`src/rtl/tmr_pkg.sv`:
```
`timescale 1ns/1ps
package tmr_pkg;
  localparam int OFF_CNT_LO = 'h00;
  localparam int OFF_CNT_HI = 'h04;
  localparam int OFF_CTRL   = 'h08;
  localparam int OFF_STAT   = 'h0C;
  localparam int OFF_CMP_LO = 'h10;
  localparam int OFF_CMP_HI = 'h14;
  localparam int OFF_STEP   = 'h18;

  // packed so that bit 0 of the control word is run
  typedef struct packed {
    logic periodic;
    logic irq_en;
    logic cmp_en;
    logic run;
  } tmr_ctrl_t;
endpackage

```
`src/rtl/tmr_counter.sv`:
```
`timescale 1ns/1ps
module tmr_counter #(
  parameter int BUS_W = 32
) (
  input  logic                 clk,
  input  logic                 rst_n,
  input  logic                 run,
  input  logic [1:0]           half_we,
  input  logic [BUS_W-1:0]     wdata,
  output logic [2*BUS_W-1:0]   cnt
);
  localparam int CNT_W = 2 * BUS_W;
  localparam int NHALF = CNT_W / BUS_W;

  logic [CNT_W-1:0] cnt_q, stepped, cnt_d;

  // any half write freezes the count for that cycle
  assign stepped = (run && half_we == 2'b00) ? cnt_q + CNT_W'(1) : cnt_q;

  for (genvar h = 0; h < NHALF; h++) begin : g_half
    assign cnt_d[h*BUS_W +: BUS_W] = half_we[h] ? wdata : stepped[h*BUS_W +: BUS_W];
  end

  always_ff @(posedge clk) begin
    if (!rst_n) cnt_q <= '0;
    else        cnt_q <= cnt_d;
  end

  assign cnt = cnt_q;

  p_step_r2: assert property (@(posedge clk) disable iff (!rst_n)
    (run && half_we == 2'b00) |=> cnt_q == $past(cnt_q) + CNT_W'(1));
  p_hold_r2: assert property (@(posedge clk) disable iff (!rst_n)
    (!run && half_we == 2'b00) |=> $stable(cnt_q));
  p_lo_load_r3: assert property (@(posedge clk) disable iff (!rst_n)
    (half_we == 2'b01) |=> (cnt_q[BUS_W-1:0] == $past(wdata)) &&
                           (cnt_q[CNT_W-1:BUS_W] == $past(cnt_q[CNT_W-1:BUS_W])));
endmodule

```
`src/rtl/tmr_compare.sv`:
```
`timescale 1ns/1ps
module tmr_compare #(
  parameter int BUS_W = 32
) (
  input  logic                 clk,
  input  logic                 rst_n,
  input  logic [2*BUS_W-1:0]   cnt,
  input  logic                 cmp_en,
  input  logic                 periodic,
  input  logic [1:0]           half_we,
  input  logic                 step_we,
  input  logic                 clr,
  input  logic [BUS_W-1:0]     wdata,
  output logic [2*BUS_W-1:0]   cmp,
  output logic [BUS_W-1:0]     step,
  output logic                 flag
);
  localparam int CMP_W = 2 * BUS_W;
  localparam int NHALF = CMP_W / BUS_W;

  logic [CMP_W-1:0] cmp_q, cmp_d, advanced, base;
  logic [BUS_W-1:0] step_q;
  logic             flag_q, match;

  assign match    = cmp_en && (cnt >= cmp_q);
  assign advanced = cmp_q + CMP_W'(step_q);
  // a software write to the comparator overrides the periodic advance
  assign base     = (match && periodic && half_we == 2'b00) ? advanced : cmp_q;

  for (genvar h = 0; h < NHALF; h++) begin : g_half
    assign cmp_d[h*BUS_W +: BUS_W] = half_we[h] ? wdata : base[h*BUS_W +: BUS_W];
  end

  always_ff @(posedge clk) begin
    if (!rst_n) begin
      cmp_q  <= '0;
      step_q <= '0;
      flag_q <= 1'b0;
    end else begin
      cmp_q  <= cmp_d;
      if (step_we) step_q <= wdata;
      flag_q <= match | (flag_q & ~clr);
    end
  end

  assign cmp  = cmp_q;
  assign step = step_q;
  assign flag = flag_q;

  p_gate_r6: assert property (@(posedge clk) disable iff (!rst_n)
    $rose(flag_q) |-> $past(cmp_en));
  p_set_r5: assert property (@(posedge clk) disable iff (!rst_n)
    (cmp_en && cnt >= cmp_q) |=> flag_q);
  p_clear_r7: assert property (@(posedge clk) disable iff (!rst_n)
    (clr && !match) |=> !flag_q);
  p_advance_r9: assert property (@(posedge clk) disable iff (!rst_n)
    (match && periodic && half_we == 2'b00) |=> cmp_q == $past(cmp_q) + CMP_W'($past(step_q)));
  p_wr_prio_r9: assert property (@(posedge clk) disable iff (!rst_n)
    half_we[0] |=> cmp_q[BUS_W-1:0] == $past(wdata));
endmodule

```
`src/rtl/tmr_regs.sv`:
```
`timescale 1ns/1ps
module tmr_regs
  import tmr_pkg::*;
#(
  parameter int ADDR_W = 5,
  parameter int BUS_W  = 32
) (
  input  logic                 clk,
  input  logic                 rst_n,
  input  logic [ADDR_W-1:0]    addr,
  input  logic                 wr,
  input  logic                 rd,
  input  logic [3:0]           ctl_wdata,
  input  logic [2*BUS_W-1:0]   cnt,
  input  logic [2*BUS_W-1:0]   cmp,
  input  logic [BUS_W-1:0]     step,
  input  logic                 flag,
  output tmr_ctrl_t            ctrl,
  output logic [1:0]           cnt_we,
  output logic [1:0]           cmp_we,
  output logic                 step_we,
  output logic                 clr,
  output logic [BUS_W-1:0]     rdata,
  output logic                 irq
);
  localparam logic [ADDR_W-1:0] A_CNT_LO = ADDR_W'(OFF_CNT_LO);
  localparam logic [ADDR_W-1:0] A_CNT_HI = ADDR_W'(OFF_CNT_HI);
  localparam logic [ADDR_W-1:0] A_CTRL   = ADDR_W'(OFF_CTRL);
  localparam logic [ADDR_W-1:0] A_STAT   = ADDR_W'(OFF_STAT);
  localparam logic [ADDR_W-1:0] A_CMP_LO = ADDR_W'(OFF_CMP_LO);
  localparam logic [ADDR_W-1:0] A_CMP_HI = ADDR_W'(OFF_CMP_HI);
  localparam logic [ADDR_W-1:0] A_STEP   = ADDR_W'(OFF_STEP);

  tmr_ctrl_t ctrl_q;

  assign cnt_we  = {wr && addr == A_CNT_HI, wr && addr == A_CNT_LO};
  assign cmp_we  = {wr && addr == A_CMP_HI, wr && addr == A_CMP_LO};
  assign step_we = wr && addr == A_STEP;
  assign clr     = wr && addr == A_STAT && ctl_wdata[0];

  always_ff @(posedge clk) begin
    if (!rst_n)                   ctrl_q <= '0;
    else if (wr && addr == A_CTRL) ctrl_q <= tmr_ctrl_t'(ctl_wdata);
  end

  always_comb begin
    rdata = '0;
    if (rd) begin
      unique case (addr)
        A_CNT_LO: rdata = cnt[BUS_W-1:0];
        A_CNT_HI: rdata = cnt[2*BUS_W-1:BUS_W];
        A_CTRL:   rdata = BUS_W'(ctrl_q);
        A_STAT:   rdata = BUS_W'(flag);
        A_CMP_LO: rdata = cmp[BUS_W-1:0];
        A_CMP_HI: rdata = cmp[2*BUS_W-1:BUS_W];
        A_STEP:   rdata = step;
        default:  rdata = '0;
      endcase
    end
  end

  assign ctrl = ctrl_q;
  assign irq  = flag & ctrl_q.irq_en;

  p_idle_rd_r1: assert property (@(posedge clk) disable iff (!rst_n)
    !rd |-> rdata == '0);
  p_irq_gate_r10: assert property (@(posedge clk) disable iff (!rst_n)
    !ctrl_q.irq_en |-> !irq);
  p_irq_flag_r10: assert property (@(posedge clk) disable iff (!rst_n)
    irq |-> flag);
endmodule

```
`src/rtl/cmp_timer.sv`:
```
`timescale 1ns/1ps
module cmp_timer
  import tmr_pkg::*;
#(
  parameter int ADDR_W = 5,
  parameter int BUS_W  = 32
) (
  input  logic                 clk,
  input  logic                 rst_n,
  input  logic [ADDR_W-1:0]    reg_addr,
  input  logic                 reg_wr,
  input  logic [BUS_W-1:0]     reg_wdata,
  input  logic                 reg_rd,
  output logic [BUS_W-1:0]     reg_rdata,
  output logic                 irq,
  output logic [2*BUS_W-1:0]   count
);
  tmr_ctrl_t          ctrl;
  logic [1:0]         cnt_we, cmp_we;
  logic               step_we, clr, flag;
  logic [2*BUS_W-1:0] cnt, cmp;
  logic [BUS_W-1:0]   step;

  tmr_regs #(.ADDR_W(ADDR_W), .BUS_W(BUS_W)) u_regs (
    .clk(clk), .rst_n(rst_n), .addr(reg_addr), .wr(reg_wr), .rd(reg_rd),
    .ctl_wdata(reg_wdata[3:0]), .cnt(cnt), .cmp(cmp), .step(step), .flag(flag),
    .ctrl(ctrl), .cnt_we(cnt_we), .cmp_we(cmp_we), .step_we(step_we), .clr(clr),
    .rdata(reg_rdata), .irq(irq)
  );

  tmr_counter #(.BUS_W(BUS_W)) u_counter (
    .clk(clk), .rst_n(rst_n), .run(ctrl.run), .half_we(cnt_we),
    .wdata(reg_wdata), .cnt(cnt)
  );

  tmr_compare #(.BUS_W(BUS_W)) u_compare (
    .clk(clk), .rst_n(rst_n), .cnt(cnt), .cmp_en(ctrl.cmp_en),
    .periodic(ctrl.periodic), .half_we(cmp_we), .step_we(step_we), .clr(clr),
    .wdata(reg_wdata), .cmp(cmp), .step(step), .flag(flag)
  );

  assign count = cnt;
endmodule

```
`config.mk`:
```
export PLATFORM = sky130hd
export DESIGN_NAME = cmp_timer
export DESIGN_NICKNAME = d
export VERILOG_FILES = /design/src/rtl/tmr_pkg.sv /design/src/rtl/tmr_counter.sv /design/src/rtl/tmr_compare.sv /design/src/rtl/tmr_regs.sv /design/src/rtl/cmp_timer.sv
export SDC_FILE = /design/constraint.sdc
export NUM_CORES = 1
export LEC_CHECK = 0
export BUFFER_PORTS_ARGS = -buffer_cell sky130_fd_sc_hd__buf_4
export CORE_MARGIN = 8
export CORE_UTILIZATION = 54
export CTS_CLUSTER_DIAMETER = 200
export CTS_CLUSTER_SIZE = 25
export DETAILED_ROUTE_END_ITERATION = 7
export PLACE_DENSITY = 0.77
export RECOVER_POWER = 25
export SLEW_MARGIN = 20
export SYNTH_ARGS = -nofsm -noshare
export SYNTH_HDL_FRONTEND = slang
export SYNTH_SLANG_ARGS = --single-unit
```
`constraint.sdc`:
```
create_clock -name clk -period 3.07 [get_ports clk]
set_input_delay 0.614 -clock clk [delete_from_list [all_inputs] [get_ports clk]]
set_output_delay 0.614 -clock clk [all_outputs]
set_load 0.01 [all_outputs]
```
; ---- Yosys cells after proc, flatten, opt, wreduce, memory -nomap -nowiden
; Index checks and enable logic that the tools add are counted.
[totals]
regBits = 165
out_inout_bits = 97
word_cells = 50
input_bits = 41
[op_classes]
n_bitwise = 4
reduce_logical = 19
n_eq_ne = 6
n_mux = 8
addsub = 2
n_lt_le_gt_ge = 1
[op_table]
columns = operator, count
row1 = 32-bit case mux with 7 select lines, 1
row2 = 32-bit two-way mux, 5
row3 = 64-bit two-way mux, 2
row4 = "64-bit by 1-bit adder with 64-bit output, second input constant", 1
row5 = 64-bit by 32-bit adder with 64-bit output, 1
row6 = 64-bit greater-or-equal comparator, 1
row7 = "5-bit equality test, second input constant", 3
row8 = 1-bit logical AND, 12
row9 = "5-bit by 4-bit equality test with 1-bit output, second input constant", 2
row10 = 2-bit nonzero test, 4
row11 = "5-bit by 3-bit equality test with 1-bit output, second input constant", 1
row12 = 5-bit logical NOT, 1
row13 = 2-bit logical NOT, 2
row14 = 1-bit bitwise AND, 2
row15 = 1-bit NOT, 1
row16 = 1-bit OR, 1

; ---- Logic depth before layout (Yosys ltp)
[logic_depth]
depth_word = 6
ltp_mapped = 13
ltp_nobuf = 12

; ---- Cells and area by module
; A second synthesis with hierarchy kept.
[unflattened]
cells_unflattened = 1827
area_unflattened_um2 = 13827.0
[by_module_without_submodules]
columns = mod, instances, cells_each, area_each_um2, seq_area_each_um2
row1 = tmr_compare, 1, 1078, 8205.4, 1941.9
row2 = tmr_counter, 1, 523, 4030.1, 1281.2
row3 = tmr_regs, 1, 226, 1591.5, 80.1

; ---- Worst setup path before layout
; OpenSTA, ideal clock, no wires.
[synth_timing]
kind = register -> register
start = reg u_compare.cmp_q[0] (netlist: u_compare.cmp[0])
end = reg u_compare.cmp_q[48] (netlist: u_compare.cmp[48])
path_buffers = 0
required_time_ns = 2.950
arrival_ns = 2.842
stages_incl_launch_ff = 13
synth_period_minus_slack_ns = 2.962
setup_time_ns = 0.120
slack_ns = 0.108
cell_sequence = dfxtp_1 -> ha_1 -> inv_1 -> fa_1 -> nor2b_1 -> o2111ai_1 -> a21o_1 -> o211ai_1 -> a21oi_1 -> o31ai_1 -> nand3_1 -> o311a_1 -> o31a_1
[synth_via]
elab_chain_cells = 5
elab_cells_between_ends = 8
classes_between = 1 x add/sub / 1 x order compare / 2 x mux / 4 x reduce/logical
[synth_rtl]
columns = item, line
row1 = start: declaration, tmr_compare.sv:21  ; logic [CMP_W-1:0] cmp_q, cmp_d, advanced, base;
row2 = start signal: assignment, tmr_compare.sv:40  ; cmp_q <= cmp_d;
row3 = 64-bit greater-or-equal comparator, tmr_compare.sv:25  ; assign match = cmp_en && (cnt >= cmp_q);
row4 = 1-bit logical AND, tmr_compare.sv:25
row5 = 1-bit logical AND (2 in series), tmr_compare.sv:28  ; assign base = (match && periodic && half_we == 2'b00) ? advanced : cmp_q;
row6 = 2-bit nonzero test (no line), n/a
; Several ways; a longest one is shown, not always the timed one. The select of a mux whose other input is x is not followed.
; A chain may end at the register's enable or synchronous reset.

; ---- Worst setup path in the final report
[layout_timing]
start = reg u_compare.step_q[0] (netlist: u_compare.step[0])
end = reg u_compare.cmp_q[48] (netlist: u_compare.cmp[48])
[layout_via]
elab_chain_cells = 3
[layout_rtl]
columns = item, line
row1 = start: declaration, tmr_compare.sv:22  ; logic [BUS_W-1:0] step_q;
row2 = start signal: assignment, tmr_compare.sv:41  ; if (step_we) step_q <= wdata;
row3 = 64-bit by 32-bit adder with 64-bit output, tmr_compare.sv:26  ; assign advanced = cmp_q + CMP_W'(step_q);
row4 = 64-bit two-way mux, tmr_compare.sv:28
row5 = 32-bit two-way mux, tmr_compare.sv:31  ; assign cmp_d[h*BUS_W +: BUS_W] = half_we[h] ? wdata : base[h*BUS_W +: BUS_W];
; No other way between the ends. The select of a mux whose other input is x is not followed.

==> Flow_metrics.wiki <==
{| class="wikitable"
! Metric !! Value
|-
| Type of the setup path with the least slack || register to register
|-
| Initial antenna violation count || 0
|-
| Diode count || 0
|-
| Mean post-synth cell area || 7.568 um2
|-
| Number of distinct library cells after synthesis || 76
|-
| Power per cell area || 316.0 nW/um2
|-
| Worst path arrival time || 3360 ps
|-
| I/O pin cnt || 138
|-
| Clock tree from TritonCTS || done
|-
| Period Utilization, post-route || 0.9875
|-
| Total Routed Length || 50.34 mm
|-
| Flip-flop cell with the highest count after synthesis || sky130_fd_sc_hd__dfxtp_1
|-
| Vias after detailed routing || 14520
|-
| Clock period minus worst slack || 3032 ps
|-
| Placed cell count || 2177
|-
| Non-filler cells, final || 2215
|-
| Result of the run || finished with violations
|-
| Top metal layer carrying routed signals || met4
|-
| Post-route met1 wirelength || 19.74 mm
|-
| Die outline width || 167.2 um
|-
| Setup TNS || 0 ps
|-
| Library cell contributing the largest single delay on the critical path || sky130_fd_sc_hd__fa_2
|-
| Setup clock skew after layout || 16.55 ps
|-
| Clock network fraction of design power || 0.459
|-
| Fill cell total of the finished layout || 1909
|-
| Total Nets Final || 2056
|-
| CTS Root Cell || sky130_fd_sc_hd__clkbuf_16
|-
| Net count of the mapped netlist || 1770
|-
| Data required time at the worst endpoint || 3400 ps
|-
| Port Buf Inserts || 137
|-
| Chip height || 167.2 um
|-
| Unrepaired setup endpoints after global routing || yes
|-
| Instance area after placement || 15070 um2
|-
| Startpoint type of the worst setup path || register
|-
| Timing-limited maximum frequency || 329.9 MHz
|-
| Clock net sink count || 165
|-
| Worst Hold Class || input port to register
|-
| Failing checks || DRC
|-
| Largest net degree at the start of global routing || 64
|-
| Max Root-Sink Buffers || 2
|-
| Count of pins over their slew limit || 0
|-
| Area growth from synthesis to layout || 27.52%
|-
| Number of endpoints failing setup at the final stage || 0
|-
| HPWL Detailed || 37.06 mm
|-
| Hold_buf cts || 0
|-
| Cts bufs inserted || 17
|-
| #FFs+latches synth || 165
|-
| Combinational group share of total power || 0.104
|-
| Final weighted congestion in routability-driven placement || 0.9882
|-
| Met3 Wirelength || 6.136 mm
|-
| Transition at the pin with the smallest max-transition slack || 762.9 ps
|-
| Number of hold-slack violations in the final timing report || 0
|-
| Syn Inst Count || 1631
|-
| Insertion delay to the later sink of the worst-skew pair || 440 ps
|-
| Pre-Repair DR Iteration Count || 8
|-
| Overall overflow remaining after global route || 0
|-
| Share of final-layout standard cells stronger than drive strength 1 || 0.2135
|-
| Proportion of register bits with asynchronous set or reset after synthesis || 0
|-
| Worst Hold Slack || 453.1 ps
|-
| Post-route worst setup slack || 38.34 ps
|-
| Sequential-to-total area share from yosys stat || 0.2676
|-
| All-layer global routing usage || 0.3450
|-
| Final instance area || 15740 um2
|-
| Fraction of power spent switching nets || 0.2886
|-
| Net switching power figure || 1.435 mW
|-
| Largest vdd supply drop || 279.3 uV
|-
| Internal power consumption || 3.539 mW
|-
| Post-Synthesis Cell Area || 12340 um2
|-
| Violation count after the first detailed-routing iteration || 1986
|-
| H-Tree Depth || 4
|-
| Cell type with the largest total area after synthesis || sky130_fd_sc_hd__dfxtp_1
|-
| Met2 Wirelength || 21.98 mm
|-
| Number of global-route vias before repair || 13880
|-
| Per-cell via count in the routed design || 6.553
|-
| Max incr delay on CP || 410 ps
|-
| Cell breakdown of the critical path || ha_4 > inv_2 > fa_2 > nor2b_4 > o2111ai_2 > a21o_1 > o211ai_1 > a21oi_2 > o31ai_2 > buf_4 > nand3_1 > o311a_1 > o31a_1
|-
| Average wire per cell in the routed design || 22.73 um
|-
| Worst slack at placement || -119.1 ps
|-
| Yosys top cell area share || 0.2676
|-
| Core region area || 22570 um2
|-
| First-pass GRT wire length || 77.76 mm
|-
| Floorplan die area || 27950 um2
|-
| Total number of placement rows || 55
|-
| Remaining max-slew budget at the tightest pin || 0.4914
|-
| Clock-pin slew on the worst setup and hold paths || 80 ps
|-
| Number of warnings issued by yosys || 0
|-
| Count of flip-flops with a built-in enable after synthesis || 0
|-
| Static leakage || 6.381 nW
|-
| Largest driver fanout on the critical path || 6
|-
| Number of nets with antenna violations after routing || 0
|-
| Type of destination of the critical path || register
|-
| Top area cells in the synthesized netlist || sky130_fd_sc_hd__dfxtp_1 27%, sky130_fd_sc_hd__ha_1 9.8%, sky130_fd_sc_hd__nand2_1 6.5%
|-
| Remaining design rule violation count || 8
|-
| Sequential power share || 0.437
|-
| Max-cap violations || 0
|-
| Effective utilization at floorplan || 0.5468
|}
==> synthesized netlist by cell type, drive strengths merged (5+ instances only) <==
cell type / count
and4: 15
xnor2: 40
buf: 20
a22oi: 19
ha: 97
and3: 25
nand3: 79
nand2b: 7
dfxtp: 165
a32oi: 6
or3: 16
o211ai: 13
nor4: 8
o31a: 8
a222oi: 27
a21o: 29
o21ai: 69
a21oi: 128
nand2: 213
mux2i: 37
inv: 79
o21a: 14
o31ai: 7
or4: 6
and2: 12
a311oi: 5
a31oi: 35
a211oi: 59
clkbuf: 76
nor2b: 5
xor2: 41
nand4: 42
nor2: 155
nor3: 18
==> critical path, delay by kind of cell, from the launching register on <==
kind | cells | cell delay (ps)
AND/OR/NAND/NOR | 2 | 240
adder cells (fa/ha/maj) | 2 | 550
AO/OA/AOI/OAI | 7 | 1520
flip-flops | 1 | 370
buffers and inverters | 2 | 230
==> power groups by stage <==
stage / registers [mW] / clock network, mW / logic, mW
after detailed placement: 2.22 / 0 / 0.480
after CTS: 2.17 / 2.25 / 0.486
final: 2.17 / 2.28 / 0.518
after floorplan: 2.24 / 0 / 0.211
after global placement: 2.22 / 0 / 0.475
after global routing: 2.18 / 2.34 / 0.545
==> layer usage <==
metal	GRT usage	vias to the layer above
li1	-	6572
met1	0.4434	6768
met2	0.5344	991
met3	0.08441	184
met4	0.1677	0
met5	0	-
==> logic make-up (layout without fill, tap and decap cells) <==
logic type | count (synthesis) | in the layout | synth area share
mux | 41 | 41 | 0.03457
compound gates | 462 | 462 | 0.2519
simple gates | 609 | 609 | 0.2326
xor+xnor | 81 | 81 | 0.05748
buf+inv | 175 | 474 | 0.05585
flops | 165 | 165 | 0.2676
fa+ha+maj | 98 | 98 | 0.09995
==> path summary, 6_finish.rpt <==
| check | from | endpoint | slack [ps] | depth (start not counted) |
|---|---|---|---|---|
| max reg2reg | u_compare.step[0]$_SDFFE_PN0P_ | u_compare.cmp[48]$_SDFFE_PN0P_ | 40 | 13 |
| min | reg_wdata[9] | u_compare.step[9]$_SDFFE_PN0P_ | 450 | 3 |
| max | u_compare.step[0]$_SDFFE_PN0P_ | u_compare.cmp[48]$_SDFFE_PN0P_ | 40 | 13 |
| min reg2reg | u_compare.step[12]$_SDFFE_PN0P_ | u_compare.step[12]$_SDFFE_PN0P_ | 480 | 2 |
==> layout make-up <==
class | count | area (um2) | area share
repair buffers | 363 | 2579 | 0.1638
clock inverters | 14 | 156.4 | 0.009936
well taps | 285 | 356.6 | 0.02266
flip-flops and latches | 165 | 3321 | 0.2110
clock buffers | 18 | 439.2 | 0.02790
multi-input cells | 1291 | 8589 | 0.5457
inverters | 79 | 299.0 | 0.01900
==> placed cells by master (no fill, tap or decap), drive strengths merged, types with 5 or more instances in the layout <==
cell,synthesis,final
and2,12,12
xor2,41,41
nor3,18,18
a211oi,59,59
a32oi,6,6
o211ai,13,13
o21a,14,14
nor2,155,155
o21ai,69,69
nand2b,7,7
dfxtp,165,165
nor2b,5,5
a311oi,5,5
and3,25,25
or4,6,6
xnor2,40,40
ha,97,97
o31a,8,8
nor4,8,8
nand2,213,213
o31ai,7,7
buf,20,305
a31oi,35,35
a22oi,19,19
mux2i,37,37
and4,15,15
a222oi,27,27
a21o,29,29
or3,16,16
clkbuf,76,76
a21oi,128,128
nand4,42,42
nand3,79,79
inv,79,89
==> sequential cells by signal, summed over array words and instances, names as in the netlist <==
register	flops
u_compare.flag	1
u_counter.cnt	64
u_compare.step	32
u_compare.cmp	64
u_regs.ctrl	4
==> stage by stage <==
stage               power [mW]    util
floorplan                2.447       -
global placement         2.699  0.6678
detailed placement       2.705  0.6678
CTS                      4.914  0.6955
global route             5.066  0.6973
finish                   4.974  0.6973
==> timing repair <==
item / CTS / global route
setup endpoints to repair: 34 / 62
setup buffers: 0 / 6
pin swaps: 1 / 25
resized for setup: 7 / 52
endpoints found under the hold margin: 0 / 0
gates cloned: 0 / 1
Note: power is estimated with default switching activity, not from simulation.
